`src/rtl/spi_xfer_pkg.sv`:
```
`timescale 1ns/1ps
package spi_xfer_pkg;
    localparam int WORD_W   = 32;
    localparam int CFG_W    = 23;
    localparam int ST_W     = 3;
    localparam int LEN_W    = 6;
    localparam int MODE_LO  = 12;
    localparam int LEN_LO   = 7;
    localparam int DTX_BIT  = 14;
    localparam int DRX_BIT  = 15;
    localparam int TURBO_B  = 19;
    localparam int FORCE_B  = 20;
    localparam int ST_RXF   = 0;
    localparam int ST_TXE   = 1;
    localparam int ST_EOT   = 2;
    localparam logic [CFG_W-1:0] CFG_RST = 23'h060000;

    typedef enum logic [1:0] {
        XM_BOTH   = 2'd0,
        XM_RXONLY = 2'd1,
        XM_TXONLY = 2'd2,
        XM_BAD    = 2'd3
    } xfer_mode_e;

    typedef enum logic [1:0] {
        E_IDLE, E_LEAD, E_TRAIL, E_FINISH
    } eng_state_e;
endpackage

```
`src/rtl/spi_chan_regs.sv`:
```
`timescale 1ns/1ps
module spi_chan_regs
    import spi_xfer_pkg::*;
(
    input  logic              clk,
    input  logic              rst_n,
    input  logic              cfg_we,
    input  logic              ctl_we,
    input  logic              tx_we,
    input  logic              rx_re,
    input  logic [WORD_W-1:0] wdata,
    input  logic              done,
    input  logic              rx_load,
    input  logic [WORD_W-1:0] rx_word,
    output logic [CFG_W-1:0]  cfg,
    output logic              en,
    output logic [ST_W-1:0]   stat,
    output logic [WORD_W-1:0] tx,
    output logic [WORD_W-1:0] rx,
    output logic              trig,
    output logic              tx_dreq,
    output logic              rx_dreq,
    output logic              cfg_bad
);
    xfer_mode_e mode;
    assign mode = xfer_mode_e'(cfg[MODE_LO+1:MODE_LO]);

    always_ff @(posedge clk or negedge rst_n) begin
        if (!rst_n) begin
            cfg  <= CFG_RST;
            en   <= 1'b0;
            stat <= 3'b010;
            tx   <= '0;
            rx   <= '0;
        end else begin
            if (cfg_we) cfg <= wdata[CFG_W-1:0];
            if (ctl_we) en <= wdata[0];
            if (tx_we) begin
                tx           <= wdata;
                stat[ST_TXE] <= 1'b0;
            end
            if (rx_re) stat[ST_RXF] <= 1'b0;
            if (done) begin
                tx           <= '0;
                stat[ST_EOT] <= 1'b1;
                stat[ST_TXE] <= 1'b1;
                if (mode != XM_TXONLY) stat[ST_RXF] <= 1'b1;
                if (rx_load) rx <= rx_word;
            end
        end
    end

    always_comb begin
        trig    = tx_we | rx_re | (ctl_we & wdata[0] & ~en);
        tx_dreq = en & cfg[DTX_BIT] & stat[ST_TXE] & (mode != XM_RXONLY);
        rx_dreq = en & cfg[DRX_BIT] & stat[ST_RXF] & (mode != XM_TXONLY);
        cfg_bad = (mode == XM_BAD) | (cfg[LEN_LO+4:LEN_LO] < 5'd3);
    end

    // completion leaves end-of-transfer and transmit-empty set
    p_done_flags_r3: assert property (@(posedge clk) disable iff (!rst_n)
        done |=> (stat[ST_EOT] && stat[ST_TXE]));

    // a receive read without a completing word clears receive-full
    p_rx_read_clears_r6: assert property (@(posedge clk) disable iff (!rst_n)
        (rx_re && !done) |=> !stat[ST_RXF]);
endmodule

```
`src/rtl/spi_shift_engine.sv`:
```
`timescale 1ns/1ps
module spi_shift_engine
    import spi_xfer_pkg::*;
#(
    parameter int NCH     = 4,
    parameter int CLK_DIV = 2
) (
    input  logic              clk,
    input  logic              rst_n,
    input  logic              go,
    input  logic              go_shift,
    input  logic [((NCH>1)?$clog2(NCH):1)-1:0] go_ch,
    input  logic [WORD_W-1:0] go_tx,
    input  logic [LEN_W-1:0]  go_len,
    input  logic              miso,
    output logic              busy,
    output logic              done,
    output logic [((NCH>1)?$clog2(NCH):1)-1:0] done_ch,
    output logic              rx_load,
    output logic [WORD_W-1:0] rx_word,
    output logic              sclk,
    output logic              mosi,
    output logic [NCH-1:0]    cs_n
);
    localparam int CH_W  = (NCH > 1) ? $clog2(NCH) : 1;
    localparam int DIV_W = (CLK_DIV > 1) ? $clog2(CLK_DIV) : 1;

    eng_state_e          state, state_nx;
    logic [CH_W-1:0]     cur_ch;
    logic                shifted;
    logic [WORD_W-1:0]   sh_tx, sh_rx;
    logic [LEN_W-1:0]    bits_left;
    logic [DIV_W-1:0]    div_cnt;
    logic                tick, on_wire;

    assign tick = (div_cnt == DIV_W'(CLK_DIV - 1));

    always_comb begin
        state_nx = state;
        unique case (state)
            E_IDLE:   if (go) state_nx = go_shift ? E_LEAD : E_FINISH;
            E_LEAD:   if (tick) state_nx = E_TRAIL;
            E_TRAIL:  if (tick) state_nx = (bits_left == LEN_W'(1)) ? E_FINISH : E_LEAD;
            E_FINISH: state_nx = E_IDLE;
        endcase
    end

    always_ff @(posedge clk or negedge rst_n) begin
        if (!rst_n) state <= E_IDLE;
        else        state <= state_nx;
    end

    always_ff @(posedge clk or negedge rst_n) begin
        if (!rst_n) begin
            cur_ch    <= '0;
            shifted   <= 1'b0;
            sh_tx     <= '0;
            sh_rx     <= '0;
            bits_left <= '0;
            div_cnt   <= '0;
        end else if (state == E_IDLE) begin
            if (go) begin
                cur_ch    <= go_ch;
                shifted   <= go_shift;
                sh_tx     <= go_tx << (LEN_W'(WORD_W) - go_len);
                sh_rx     <= '0;
                bits_left <= go_len;
                div_cnt   <= '0;
            end
        end else if (state == E_LEAD || state == E_TRAIL) begin
            div_cnt <= tick ? '0 : div_cnt + DIV_W'(1);
            if (tick && state == E_LEAD) sh_rx <= {sh_rx[WORD_W-2:0], miso};
            if (tick && state == E_TRAIL) begin
                sh_tx     <= sh_tx << 1;
                bits_left <= bits_left - LEN_W'(1);
            end
        end
    end

    always_comb begin
        on_wire = (state == E_LEAD) || (state == E_TRAIL);
        busy    = (state != E_IDLE);
        done    = (state == E_FINISH);
        done_ch = cur_ch;
        rx_load = done & shifted;
        rx_word = sh_rx;
        sclk    = (state == E_TRAIL);
        mosi    = on_wire & sh_tx[WORD_W-1];
        for (int k = 0; k < NCH; k++)
            cs_n[k] = !(on_wire && cur_ch == CH_W'(k));
    end

    // never more than one device selected
    p_one_select_r10: assert property (@(posedge clk) disable iff (!rst_n)
        $onehot0(~cs_n));

    // the sequencer only grants while the shifter is free
    p_go_when_idle_r12: assert property (@(posedge clk) disable iff (!rst_n)
        go |-> (state == E_IDLE));

    // serial clock pulses only inside a selected frame
    p_sclk_framed_r4: assert property (@(posedge clk) disable iff (!rst_n)
        sclk |-> !(&cs_n));
endmodule

```
`src/rtl/spi_xfer_ctrl.sv`:
```
`timescale 1ns/1ps
module spi_xfer_ctrl
    import spi_xfer_pkg::*;
#(
    parameter int NCH     = 4,
    parameter int CLK_DIV = 2
) (
    input  logic                 clk,
    input  logic                 rst_n,
    input  logic                 solo_mode,
    input  logic                 reg_wr,
    input  logic                 reg_rd,
    input  logic [((NCH>1)?$clog2(NCH):1)+1:0] reg_addr,
    input  logic [31:0]          reg_wdata,
    output logic [31:0]          reg_rdata,
    output logic                 spi_sclk,
    output logic                 spi_mosi,
    input  logic                 spi_miso,
    output logic [NCH-1:0]       spi_cs_n,
    output logic [NCH-1:0]       tx_dreq,
    output logic [NCH-1:0]       rx_dreq,
    output logic [NCH-1:0]       cfg_bad
);
    localparam int CH_W = (NCH > 1) ? $clog2(NCH) : 1;

    logic [CFG_W-1:0]  cfg_a  [NCH];
    logic [ST_W-1:0]   stat_a [NCH];
    logic [WORD_W-1:0] tx_a   [NCH];
    logic [WORD_W-1:0] rx_a   [NCH];
    logic [NCH-1:0]    en_a, trig_a, pend;
    logic [1:0]        sel;
    logic [CH_W-1:0]   acc_ch, pick, done_ch;
    logic              any_pend, go, go_shift, busy, done, rx_load, ok;
    logic              rx_stall, tx_stall;
    logic [LEN_W-1:0]  go_len;
    logic [WORD_W-1:0] rx_word;
    xfer_mode_e        pmode;

    assign sel    = reg_addr[1:0];
    assign acc_ch = reg_addr[CH_W+1:2];

    for (genvar k = 0; k < NCH; k++) begin : g_ch
        logic hit;
        assign hit = (acc_ch == CH_W'(k));
        spi_chan_regs u_regs (
            .clk     (clk),
            .rst_n   (rst_n),
            .cfg_we  (reg_wr & hit & (sel == 2'd0)),
            .ctl_we  (reg_wr & hit & (sel == 2'd2)),
            .tx_we   (reg_wr & hit & (sel == 2'd3)),
            .rx_re   (reg_rd & hit & (sel == 2'd3)),
            .wdata   (reg_wdata),
            .done    (done & (done_ch == CH_W'(k))),
            .rx_load (rx_load),
            .rx_word (rx_word),
            .cfg     (cfg_a[k]),
            .en      (en_a[k]),
            .stat    (stat_a[k]),
            .tx      (tx_a[k]),
            .rx      (rx_a[k]),
            .trig    (trig_a[k]),
            .tx_dreq (tx_dreq[k]),
            .rx_dreq (rx_dreq[k]),
            .cfg_bad (cfg_bad[k])
        );
    end

    always_comb begin
        pick     = '0;
        any_pend = 1'b0;
        for (int k = NCH - 1; k >= 0; k--) begin
            if (pend[k]) begin
                pick     = CH_W'(k);
                any_pend = 1'b1;
            end
        end
        pmode    = xfer_mode_e'(cfg_a[pick][MODE_LO+1:MODE_LO]);
        rx_stall = stat_a[pick][ST_RXF] && (pmode != XM_TXONLY) && !cfg_a[pick][TURBO_B];
        tx_stall = stat_a[pick][ST_TXE] && (pmode != XM_RXONLY);
        ok       = en_a[pick] && !rx_stall && !tx_stall;
        go       = !busy && any_pend && ok;
        go_shift = !solo_mode || cfg_a[pick][FORCE_B];
        go_len   = {1'b0, cfg_a[pick][LEN_LO+4:LEN_LO]} + LEN_W'(1);
    end

    always_ff @(posedge clk or negedge rst_n) begin
        if (!rst_n) pend <= '0;
        else if (!busy && any_pend)
            pend <= (pend & ~(NCH'(1) << pick)) | trig_a;
        else
            pend <= pend | trig_a;
    end

    spi_shift_engine #(.NCH(NCH), .CLK_DIV(CLK_DIV)) u_eng (
        .clk      (clk),
        .rst_n    (rst_n),
        .go       (go),
        .go_shift (go_shift),
        .go_ch    (pick),
        .go_tx    (tx_a[pick]),
        .go_len   (go_len),
        .miso     (spi_miso),
        .busy     (busy),
        .done     (done),
        .done_ch  (done_ch),
        .rx_load  (rx_load),
        .rx_word  (rx_word),
        .sclk     (spi_sclk),
        .mosi     (spi_mosi),
        .cs_n     (spi_cs_n)
    );

    always_comb begin
        unique case (sel)
            2'd0: reg_rdata = {{(32-CFG_W){1'b0}}, cfg_a[acc_ch]};
            2'd1: reg_rdata = {{(32-ST_W){1'b0}}, stat_a[acc_ch]};
            2'd2: reg_rdata = {31'b0, en_a[acc_ch]};
            2'd3: reg_rdata = rx_a[acc_ch];
        endcase
    end
endmodule

```
`config.mk`:
```
export PLATFORM = sky130hd
export DESIGN_NAME = spi_xfer_ctrl
export DESIGN_NICKNAME = d
export VERILOG_FILES = /design/src/rtl/spi_xfer_pkg.sv /design/src/rtl/spi_chan_regs.sv /design/src/rtl/spi_shift_engine.sv /design/src/rtl/spi_xfer_ctrl.sv
export SDC_FILE = /design/constraint.sdc
export NUM_CORES = 1
export LEC_CHECK = 0
export BUFFER_PORTS_ARGS = -buffer_cell sky130_fd_sc_hd__buf_2
export CORE_MARGIN = 8
export CORE_UTILIZATION = 50
export CTS_BUF_LIST = sky130_fd_sc_hd__clkbuf_4 sky130_fd_sc_hd__clkbuf_8
export CTS_CLUSTER_SIZE = 28
export DETAILED_ROUTE_END_ITERATION = 6
export HOLD_SLACK_MARGIN = 0.05
export PLACE_DENSITY = 0.67
export SLEW_MARGIN = 0
export SYNTH_ARGS = -nofsm -noshare
export SYNTH_HDL_FRONTEND = slang
export SYNTH_HIERARCHICAL = 1
export SYNTH_SLANG_ARGS = --single-unit
```
`constraint.sdc`:
```
create_clock -name clk -period 4 [get_ports clk]
set_input_delay 0.6 -clock clk [delete_from_list [all_inputs] [get_ports clk]]
set_output_delay 0.6 -clock clk [all_outputs]
set_load 0.005 [all_outputs]
```
**Word level (Yosys, flattened, before mapping)**

Cells that the tools add are included.
Widths: inputs -> output; s select.

- Bits of input ports: 42
- Word-level logic and storage cells: 287
- Bits in registers: 444

- Bitwise operators: 84
- Equality and inequality tests: 30
- Reductions and logical operators: 45
- Shift-type cells: 2
- Multiplexer cells: 78
- Add/sub/neg operators: 4
- Order comparisons: 8

Operators by type and width:

| cell | count |
|---|---|
| $mux 32 | 20 |
| $bmux 32 s2 | 2 |
| $pmux 32 s4 | 1 |
| $bmux 23 s2 | 2 |
| $and 1x1->1 | 62 |
| $mux 23 | 2 |
| $mux 21 | 2 |
| $shl 32x6->32 | 1 |
| $mux 2 | 15 |
| $eq 2x2->1 const B | 12 |
| $mux 6 | 4 |
| $mux 1 | 22 |
| $lt 5x2->1 const B | 4 |
| $reduce_bool 2->1 | 8 |
| $ne 2x1->1 const B | 7 |
| $logic_and 1x1->1 | 13 |
| $bmux 3 s2 | 2 |
| $ne 2x2->1 const B | 6 |
| $or 1x1->1 | 12 |
| $reduce_and 2->1 | 6 |
| $logic_not 1->1 | 9 |
| $reduce_and 3->1 | 3 |
| $eq 2x1->1 const B | 4 |
| $logic_not 2->1 | 4 |
| 18 further kinds | 28 |

**Logic depth before layout (Yosys ltp)**

Gate-level depths: netlist of run 1.

- Depth after elaboration: 17
- Gate-level depth with buffers: 17
- Mapped depth without buffers: 13

**Cells and area by module**

The synthesis of run 1 kept the hierarchy.

By module, submodules not included:

| module | instances | area an instance (um^2) | cells each | seq. area each (um^2) |
|---|---|---|---|---|
| spi_chan_regs | 4 | 3668.5 | 244 | 2280.9 |
| spi_shift_engine | 1 | 5033.6 | 529 | 1901.8 |
| spi_xfer_ctrl | 1 | 3973.8 | 468 | 100.1 |

**Least setup slack after synthesis of run 1**

No wires, ideal clock.

- Kind: reg2reg
- Start point: register pend[2]
- End point: register u_eng.sh_tx[29]
- Period minus slack after synthesis: 3.655 ns
- Arrival: 3.527 ns
- Cell stages (with the launch flop): 16
- Required time: 3.871 ns
- Slack: 0.345 ns
- Path buffers: 4
- Cell sequence: dfrtp_1 -> buf_6 -> or2_2 -> o32ai_2 -> a211o_1 -> buf_2 -> buf_2 -> inv_1 -> ha_1 -> xor2_1 -> buf_6 -> mux2i_1 -> o221ai_1 -> a21boi_0 -> a221oi_1 -> a21oi_1

RTL lines:

| what | line | RTL |
|---|---|---|
| from (decl) | spi_xfer_ctrl.sv:30 | `logic [NCH-1:0] en_a, trig_a, pend;` |
| from (signal assigned) | spi_xfer_ctrl.sv:89 | `pend <= (pend & ~(NCH'(1) << pick)) \| trig_a;` |
| from (signal assigned) | spi_xfer_ctrl.sv:91 | `pend <= pend \| trig_a;` |
| $mux 2 (3 in a row) | spi_xfer_ctrl.sv:72 | `if (pend[k]) begin` |
| $not 2->3 (not written as such) | spi_xfer_ctrl.sv:83 | `go_len = {1'b0, cfg_a[pick][LEN_LO+4:LEN_LO]} + LEN_W'(1);` |
| $bmux 23 s2 | spi_xfer_ctrl.sv:83 |  |
| $mux 21 (not written as such) (2 in a row) | spi_xfer_ctrl.sv:83 |  |
| $add 5x1->6 | spi_xfer_ctrl.sv:83 |  |
| via go_len[0] | spi_xfer_ctrl.sv:35 | `logic [LEN_W-1:0] go_len;` |
| $sub 6x6->6 | spi_shift_engine.sv:65 | `sh_tx <= go_tx << (LEN_W'(WORD_W) - go_len);` |
| $shl 32x6->32 | spi_shift_engine.sv:65 |  |
| $mux 32 | spi_shift_engine.sv:62 | `if (go) begin` |
| $mux 32 | spi_shift_engine.sv:61 | `end else if (state == E_IDLE) begin` |
| to (signal assigned) | spi_shift_engine.sv:65 |  |
| to (signal assigned) | spi_shift_engine.sv:74 | `sh_tx <= sh_tx << 1;` |
| to (decl) | spi_shift_engine.sv:31 | `logic [WORD_W-1:0] sh_tx, sh_rx;` |

The timed path passes the listed nets, and every way through them passes these cells. The select of a mux whose other input is x is not followed.
A chain may end at the register's enable or synchronous reset.

**Worst setup path in the final report of run 1**

- Start point: register pend[1]
- End point: register u_eng.sh_tx[24]

RTL lines:

| what | line |
|---|---|
| $mux 2 (2 in a row) | spi_xfer_ctrl.sv:72 |
| $not 2->3 (not written as such) | spi_xfer_ctrl.sv:83 |
| $bmux 23 s2 | spi_xfer_ctrl.sv:83 |
| $mux 21 (not written as such) (2 in a row) | spi_xfer_ctrl.sv:83 |
| $add 5x1->6 | spi_xfer_ctrl.sv:83 |
| via go_len[3] | spi_xfer_ctrl.sv:35 |
| $sub 6x6->6 | spi_shift_engine.sv:65 |
| $shl 32x6->32 | spi_shift_engine.sv:65 |
| $mux 32 | spi_shift_engine.sv:62 |
| $mux 32 | spi_shift_engine.sv:61 |

The timed path passes the listed nets, and every way through them passes these cells. The select of a mux whose other input is x is not followed.

==> results of run 1 <==
## worst max-delay path, stage by stage, from the launching register on
cell,delay (ns)
dfrtp_1,0.53
buf_4,0.27
nand3b_1,0.13
a21oi_1,0.07
a311o_1,0.38
and3b_1,0.21
xor2_1,0.41
buf_4,0.25
nor2_1,0.09
o31ai_1,0.22
o21a_1,0.37
buf_4,0.27
nand4_1,0.11
a41oi_1,0.26
## per-layer routing
metal	vias to the layer above	part of all wire, %
met5	-	0
met4	0	2.4
met3	112	5.8
met2	555	47
met1	8624	45
li1	7346	-
## state kept, by name (all words and copies together), names as in the netlist
signal and flops:
u_eng/state 2, g_ch.u_regs/en 4, g_ch.u_regs/stat 12, g_ch.u_regs/tx 128, pend 4, g_ch.u_regs/rx 128
u_eng/done_ch 2, u_eng/rx_word 32, u_eng/bits_left 6, u_eng/shifted 1, u_eng/div_cnt 1, u_eng/sh_tx 32
g_ch.u_regs/cfg 92
## power groups by stage
stage	sequential, mW	clock [mW]	combinational [mW]
floorplan	5.35	0	2.42
global placement	5.46	0	3.41
detailed placement	5.48	0	3.45
CTS	5.41	4.61	3.46
global route	5.47	4.81	3.81
finish	5.42	4.51	3.50
## per-stage QoR
step                instances  area [um^2]  hold slack (ns)
floorplan                1973        23700            0.304
global placement         2584        24600            0.441
detailed placement       2584        24600            0.447
CTS                      2725        26400            0.127
global route             2725        26400            0.137
finish                   2725        26400            0.185
## final cells by class
cell class,instances,area [um^2]
Fill cell,3892,20300
Clock buffer,124,1550
Timing Repair Buffer,164,1110
Sequential cell,444,11100
Multi-Input combinational cell,1332,11500
Clock inverter,16,156
Inverter,38,143
Tap cell,607,759
## timing repair
item | CTS | global route
hold buffers | 1 | 0
buffers inserted | 0 | 0
endpoints found under the setup margin | 0 | 1
resized for setup | 0 | 1
endpoints found under the hold margin | 95 | 0
## worst max-delay path by stage
stage                                  from                          end  slack (ns)
final                     pend[1]$_DFF_PN0_  u_eng/sh_tx[24]$_DFFE_PN0P_        0.34
after CTS                 pend[3]$_DFF_PN0_  u_eng/sh_tx[29]$_DFFE_PN0P_        0.28
after floorplan           pend[2]$_DFF_PN0_  u_eng/sh_tx[29]$_DFFE_PN0P_        0.34
after global placement    pend[3]$_DFF_PN0_  u_eng/sh_tx[29]$_DFFE_PN0P_        0.28
after global routing      pend[1]$_DFF_PN0_  u_eng/sh_tx[24]$_DFFE_PN0P_        0.13
after detailed placement  pend[3]$_DFF_PN0_  u_eng/sh_tx[29]$_DFFE_PN0P_        0.33
## layout by cell type (no fill, tap or decap), types with 58 or more instances in the layout
cell type,instances
a22o_1,58
buf_2,89
buf_4,66
clkbuf_8,99
dfrtp_1,431
mux2_1,92
mux2_4,120
mux2i_1,180
mux4_2,79
nand2_1,108
nand3_1,59
nor2_1,204
o21ai_0,90
## cells by family (layout without fill, tap and decap cells)
kind of cell | count (synthesis) | after routing | synth area share, %
adders and majority gates | 9 | 9 | 0.476
buffers and inverters | 197 | 342 | 4.80
and+or+nand+nor | 475 | 475 | 9.06
DFF | 444 | 444 | 47.0
muxes | 497 | 497 | 28.3
AOI/OAI and AO/OA | 342 | 342 | 9.98
xor gates and xnor gates | 9 | 9 | 0.365
==> key figures, run 1 <==
Route
  • Wire per inst: 23.6 um
  • Drt drc: 0
  • Final ANT Viol Nets: 0
  • Final WL: 64,300 um
  • DR pass1 iterations: 5
  • Vias post-DR: 16,600
  • Routed vias/inst: 6.11
  • Initial DRC Count: 1,423

Status
  • Status: complete, no violations

CTS
  • Total CTS buffers: 78
  • Clock root buffer: clkbuf_8
  • Longest Clk Path Bufs: 3
  • TritonCTS Sinks: 444
  • Worst-Skew Late Latency: 0.66 ns
  • Number of H-tree levels: 3
  • Worst-path clk slew: 0.06 ns
  • CTS tree: built

Floorplanning
  • Die Ht: 234 um
  • Site row count: 79
  • Die width: 234 um
  • I/O pin count: 92
  • Die area: 54,600 um^2
  • Core Region: 46,700 um^2
  • Initial Util: 50.8%

STA
  • Tmin final: 3.66 ns
  • Fmax: 273 MHz
  • Slew headroom: 25.7%
  • PnR worst setup slack: 0.340 ns
  • Max Slew Vio Count: 0
  • Final number of setup-violating endpoints: 0
  • RSZ-0062 raised after global routing: false
  • Final hold viol count: 0
  • Worst-Margin Slew: 1.11 ns
  • Setup TNS: 0 ns
  • Final period util: 91.5%
  • Clock skew: 0.0310 ns

Final layout
  • Layout cells sized above 1: 27.4%
  • Area Overhead vs Synth: 11.4%
  • Ant diodes: 0
  • NumNets Final: 2,109
  • Final core utilization: 56.5%

Critical path
  • Reg2reg path depth: 13
  • Worst path arrival time: 4.22 ns
  • WP data required: 4.56 ns
  • Crit path kind: reg2reg
  • R2R Path Start: pend[1]$_DFF_PN0_
  • Startpoint class of the critical path: register
  • CP Capture Type: register
  • Reg2reg end: u_eng/sh_tx[24]$_DFFE_PN0P_
  • Reg2reg setup slack: 0.34 ns
  • Crit Path Max Fanout: 12

Synthesis
  • #FFs+latches synth: 444
  • Post-synth EDFFs: 0
  • Ys Warns: 6
  • Top cell type's share of synthesized area: 45.6%
  • Top post-synthesis cells by area: dfrtp_1, mux2_4, mux2i_1
  • Synth area leader: dfrtp_1
  • Post-synth net total: 2,024
  • Synth cell count leaders: dfrtp_1, nor2_1, mux2i_1
  • Post-Synthesis Cells: 1,973
  • Most instantiated library cell after synthesis: dfrtp_1
  • Post-synth top flop: dfrtp_1
  • Syn Area/Cell: 12.0 um^2
  • Sequential area share after synthesis: 47.0%
  • Synth async-reset ratio: 100%
  • Number of distinct library cells after synthesis: 73
  • Mapped cell area: 23,700 um^2

Global route
  • Pin count of the biggest net entering global routing: 106
  • Tot GR Track Use: 23.9%
  • Gr ovfl total: 0
  • Number of global-route vias before repair: 17,200
  • GRT met1 Usage: 33.3%
  • Global-route wire length before repair: 102,000 um
  • Gr busiest metal: met2
  • Initial antenna violation count: 1
  • GRT met2 Usage: 37.5%
  • Met3 Track Usage GR: 4.44%

Pwr
  • Int Pwr: 9.05 mW
  • Flop pwr share: 40.3%
  • Power share of the clock group: 33.6%
  • Worst vdd ir: 309 uV
  • Tot Pwr: 13.4 mW
  • Sw Pwr: 4.39 mW
  • Sw Share: 32.7%
  • Logic gate share of total power: 26.1%
  • Cell Pwr Density: 509 nW/um^2
  • Leak: 12.6 nW

Worst hold path
  • Hold path cells: 2
  • HP Class: in2reg
  • Hold Crit Endpoint: u_eng/rx_word[0]$_DFFE_PN0P_
  • Worst hold start: spi_miso

Place
  • Pre-CTS WS: 0.326 ns
  • Post-DP HPWL: 41,500 um
  • GPL Wtd Cong: 0.904
  • # port buffers: 91

Run
  • Max cap viols: 0
No activity file was read; power rests on OpenSTA's default activity.
==> run 2: changes to the inputs <==
--- a/config.mk
+++ b/config.mk
@@ -12,7 +12,9 @@
 export CTS_CLUSTER_SIZE = 28
 export DETAILED_ROUTE_END_ITERATION = 6
 export HOLD_SLACK_MARGIN = 0.05
+export MAX_ROUTING_LAYER = met4
 export PLACE_DENSITY = 0.67
+export REMOVE_ABC_BUFFERS = 1
 export SLEW_MARGIN = 0
 export SYNTH_ARGS = -nofsm -noshare
 export SYNTH_HDL_FRONTEND = slang
==> run 2 against run 1 <==
Effect of this change:
- first-iteration DRC count up 5.7%
- utilization down 0.051 points
- die area unchanged
- critical endpoint is now u_eng/sh_tx[27]$_DFFE_PN0P_
==> key figures, run 2 (same netlist as run 1, synthesis figures left out) <==
Status
  • Status: complete, no violations

Route
  • Vias post-DR: 16,500 (-0.57%)
  • DR pass1 iterations: 5 (unchanged)
  • Wire per inst: 23.7 um (+0.41%)
  • Final ANT Viol Nets: 0 (unchanged)
  • Drt drc: 0 (unchanged)
  • Final WL: 64,600 um (+0.37%)
  • Routed vias/inst: 6.07 (-0.53%)
  • Initial DRC Count: 1,504 (+5.7%)

Run
  • Max cap viols: 0 (unchanged)

CTS
  • Worst-Skew Late Latency: 0.68 ns (+0.02 ns)
  • Clock root buffer: clkbuf_8
  • CTS tree: built
  • Number of H-tree levels: 3 (unchanged)
  • Total CTS buffers: 78 (unchanged)
  • Worst-path clk slew: 0.06 ns (about the same)
  • Longest Clk Path Bufs: 3 (unchanged)
  • TritonCTS Sinks: 444 (unchanged)

Critical path
  • CP Capture Type: register
  • Crit path kind: reg2reg
  • Reg2reg path depth: 13 (unchanged)
  • WP data required: 4.58 ns (+0.02 ns)
  • Reg2reg end: u_eng/sh_tx[27]$_DFFE_PN0P_
  • Startpoint class of the critical path: register
  • Slowest cell on the critical path: dfrtp_1
  • Worst path arrival time: 4.38 ns (+0.16 ns)
  • Reg2reg setup slack: 0.20 ns (-0.14 ns)
  • Crit Path Max Fanout: 22 (+10)
  • R2R Path Start: pend[1]$_DFF_PN0_
  • Max incr delay on CP: 0.72 ns (+0.19 ns)
  • CP cell instances: nand2b_1 -> o32ai_2 -> a211o_2 -> inv_1 -> ha_1 -> inv_1 -> ha_1 -> buf_4 -> or3b_1 -> o41ai_4 -> buf_4 -> o211ai_1 -> a32oi_1

Final layout
  • Most frequent cells in the layout: dfrtp_1, nor2_1, mux2i_1, mux2_4, nand2_1
  • Most common cell after layout, fill and taps aside: dfrtp_1
  • Area Overhead vs Synth: 11.3% (about the same)
  • Largest regs: g_ch.u_regs/rx x128, g_ch.u_regs/tx x128, g_ch.u_regs/cfg x92
  • NumNets Final: 2,108 (-0.047%)
  • Design area: 26,300 um^2 (about the same)
  • Layout cells sized above 1: 27.6% (+0.12 points)
  • Final core utilization: 56.5% (about the same)

Worst hold path
  • Worst hold start: spi_miso
  • Hold Crit Endpoint: u_eng/rx_word[0]$_DFFE_PN0P_
  • HP Class: in2reg
  • Hold path cells: 2 (unchanged)

STA
  • Tmin final: 3.80 ns (+0.145 ns)
  • Fmax: 263 MHz (-3.8%)
  • PnR worst setup slack: 0.195 ns (-0.145 ns)
  • Clock skew: 0.0345 ns (+0.00347 ns)
  • Final period util: 95.1% (+3.6 points)
  • Slew headroom: 45.8% (+20 points)
  • Worst-Margin Slew: 0.811 ns (-0.302 ns)
  • Max Slew Vio Count: 0 (unchanged)
  • Setup TNS: 0 ns (unchanged)
  • Final hold viol count: 0 (unchanged)
  • Final number of setup-violating endpoints: 0 (unchanged)

Floorplanning
  • Die width: 234 um (unchanged)
  • I/O pin count: 92 (unchanged)
  • Initial Util: 50.8% (unchanged)
  • Site row count: 79 (unchanged)
  • Die area: 54,600 um^2 (unchanged)
  • Core Region: 46,700 um^2 (unchanged)
  • Die Ht: 234 um (unchanged)

Global route
  • Global-route wire length before repair: 101,000 um (-0.85%)
  • Gr ovfl total: 0 (unchanged)
  • Tot GR Track Use: 24.5% (+0.60 points)
  • Pin count of the biggest net entering global routing: 105 (-0.94%)
  • Initial antenna violation count: 1 (unchanged)
  • Number of global-route vias before repair: 17,100 (-0.22%)

Place
  • Post-DP HPWL: 41,200 um (-0.74%)
  • Area of placed instances: 24,700 um^2 (about the same)
  • # port buffers: 91 (unchanged)
  • GPL Wtd Cong: 0.963 (+6.5%)
  • Pre-CTS WS: 0.143 ns (-0.183 ns)

Pwr
  • Tot Pwr: 13.4 mW (-0.51%)
  • Leak: 12.6 nW (about the same)
  • Worst vdd ir: 403 uV (+30%)
  • Cell Pwr Density: 507 nW/um^2 (-0.42%)
[run 2: timing repair]
action / in CTS / in global routing
setup endpoints to repair: 0 / 6
hold endpoints to repair: 57 / 0
hold buffers: 1 / 0
buffers inserted: 0 / 0
gates resized for setup: 0 / 2
[run 2: worst max-delay path, delay by kind of cell (launching register included)]
family | cells | cell delay, ns
AO/OA/AOI/OAI | 5 | 1.15
adder cells (fa/ha/maj) | 2 | 0.57
buffers and inverters | 4 | 0.66
flip-flops | 1 | 0.72
AND/OR/NAND/NOR | 2 | 0.60
[run 2: power by group]
group / switching [mW] / internal [mW] / total, mW / leakage (nW)
registers: 0.370 / 5.04 / 5.41 / 5.71
clock network: 1.93 / 2.50 / 4.43 / 0.897
logic: 2.06 / 1.46 / 3.53 / 5.96
[run 2: metal layers]
layer | wire length, um | GRT usage (%) | vias to the layer above
li1 | - | - | 7331
met1 | 27800 | 31.6 | 8539
met2 | 30800 | 38.3 | 553
met3 | 4190 | 5.00 | 119
met4 | 1830 | 8.48 | 0
met5 | 0 | - | -
[run 2: worst max path at each step]
| stage | from | endpoint | slack (ns) | cells past startpoint |
|---|---|---|---|---|
| 3_5_place_dp | pend[3]$_DFF_PN0_ | u_eng/sh_tx[8]$_DFFE_PN0P_ | 0.14 | 11 |
| 4_1_cts | pend[3]$_DFF_PN0_ | u_eng/sh_tx[8]$_DFFE_PN0P_ | 0.11 | 11 |
| 3_3_place_gp | pend[3]$_DFF_PN0_ | u_eng/sh_tx[8]$_DFFE_PN0P_ | 0.17 | 11 |
| 6_report | pend[1]$_DFF_PN0_ | u_eng/sh_tx[27]$_DFFE_PN0P_ | 0.20 | 13 |
| 2_1_floorplan | pend[1]$_DFF_PN0_ | u_eng/sh_tx[25]$_DFFE_PN0P_ | -3.57 | 11 |
| 5_1_grt | pend[3]$_DFF_PN0_ | u_eng/sh_tx[27]$_DFFE_PN0P_ | -0.003 | 13 |
[run 2: final cells by class]
class,instances,area (um^2)
diodes,1,2.50
repair buffers,162,1120
clock buffers,122,1520
multi-input cells,1333,11500
inverters,38,143
fillers,3911,20300
well taps,607,759
flip-flops and latches,444,11100
clock inverters,17,136
[run 2: per-stage QoR]
step           instances  hold slack [ns]
2_1_floorplan       1814            0.304
3_3_place_gp        2582            0.443
3_5_place_dp        2582            0.457
4_1_cts             2722            0.124
5_1_grt             2724            0.153
6_report            2724            0.177
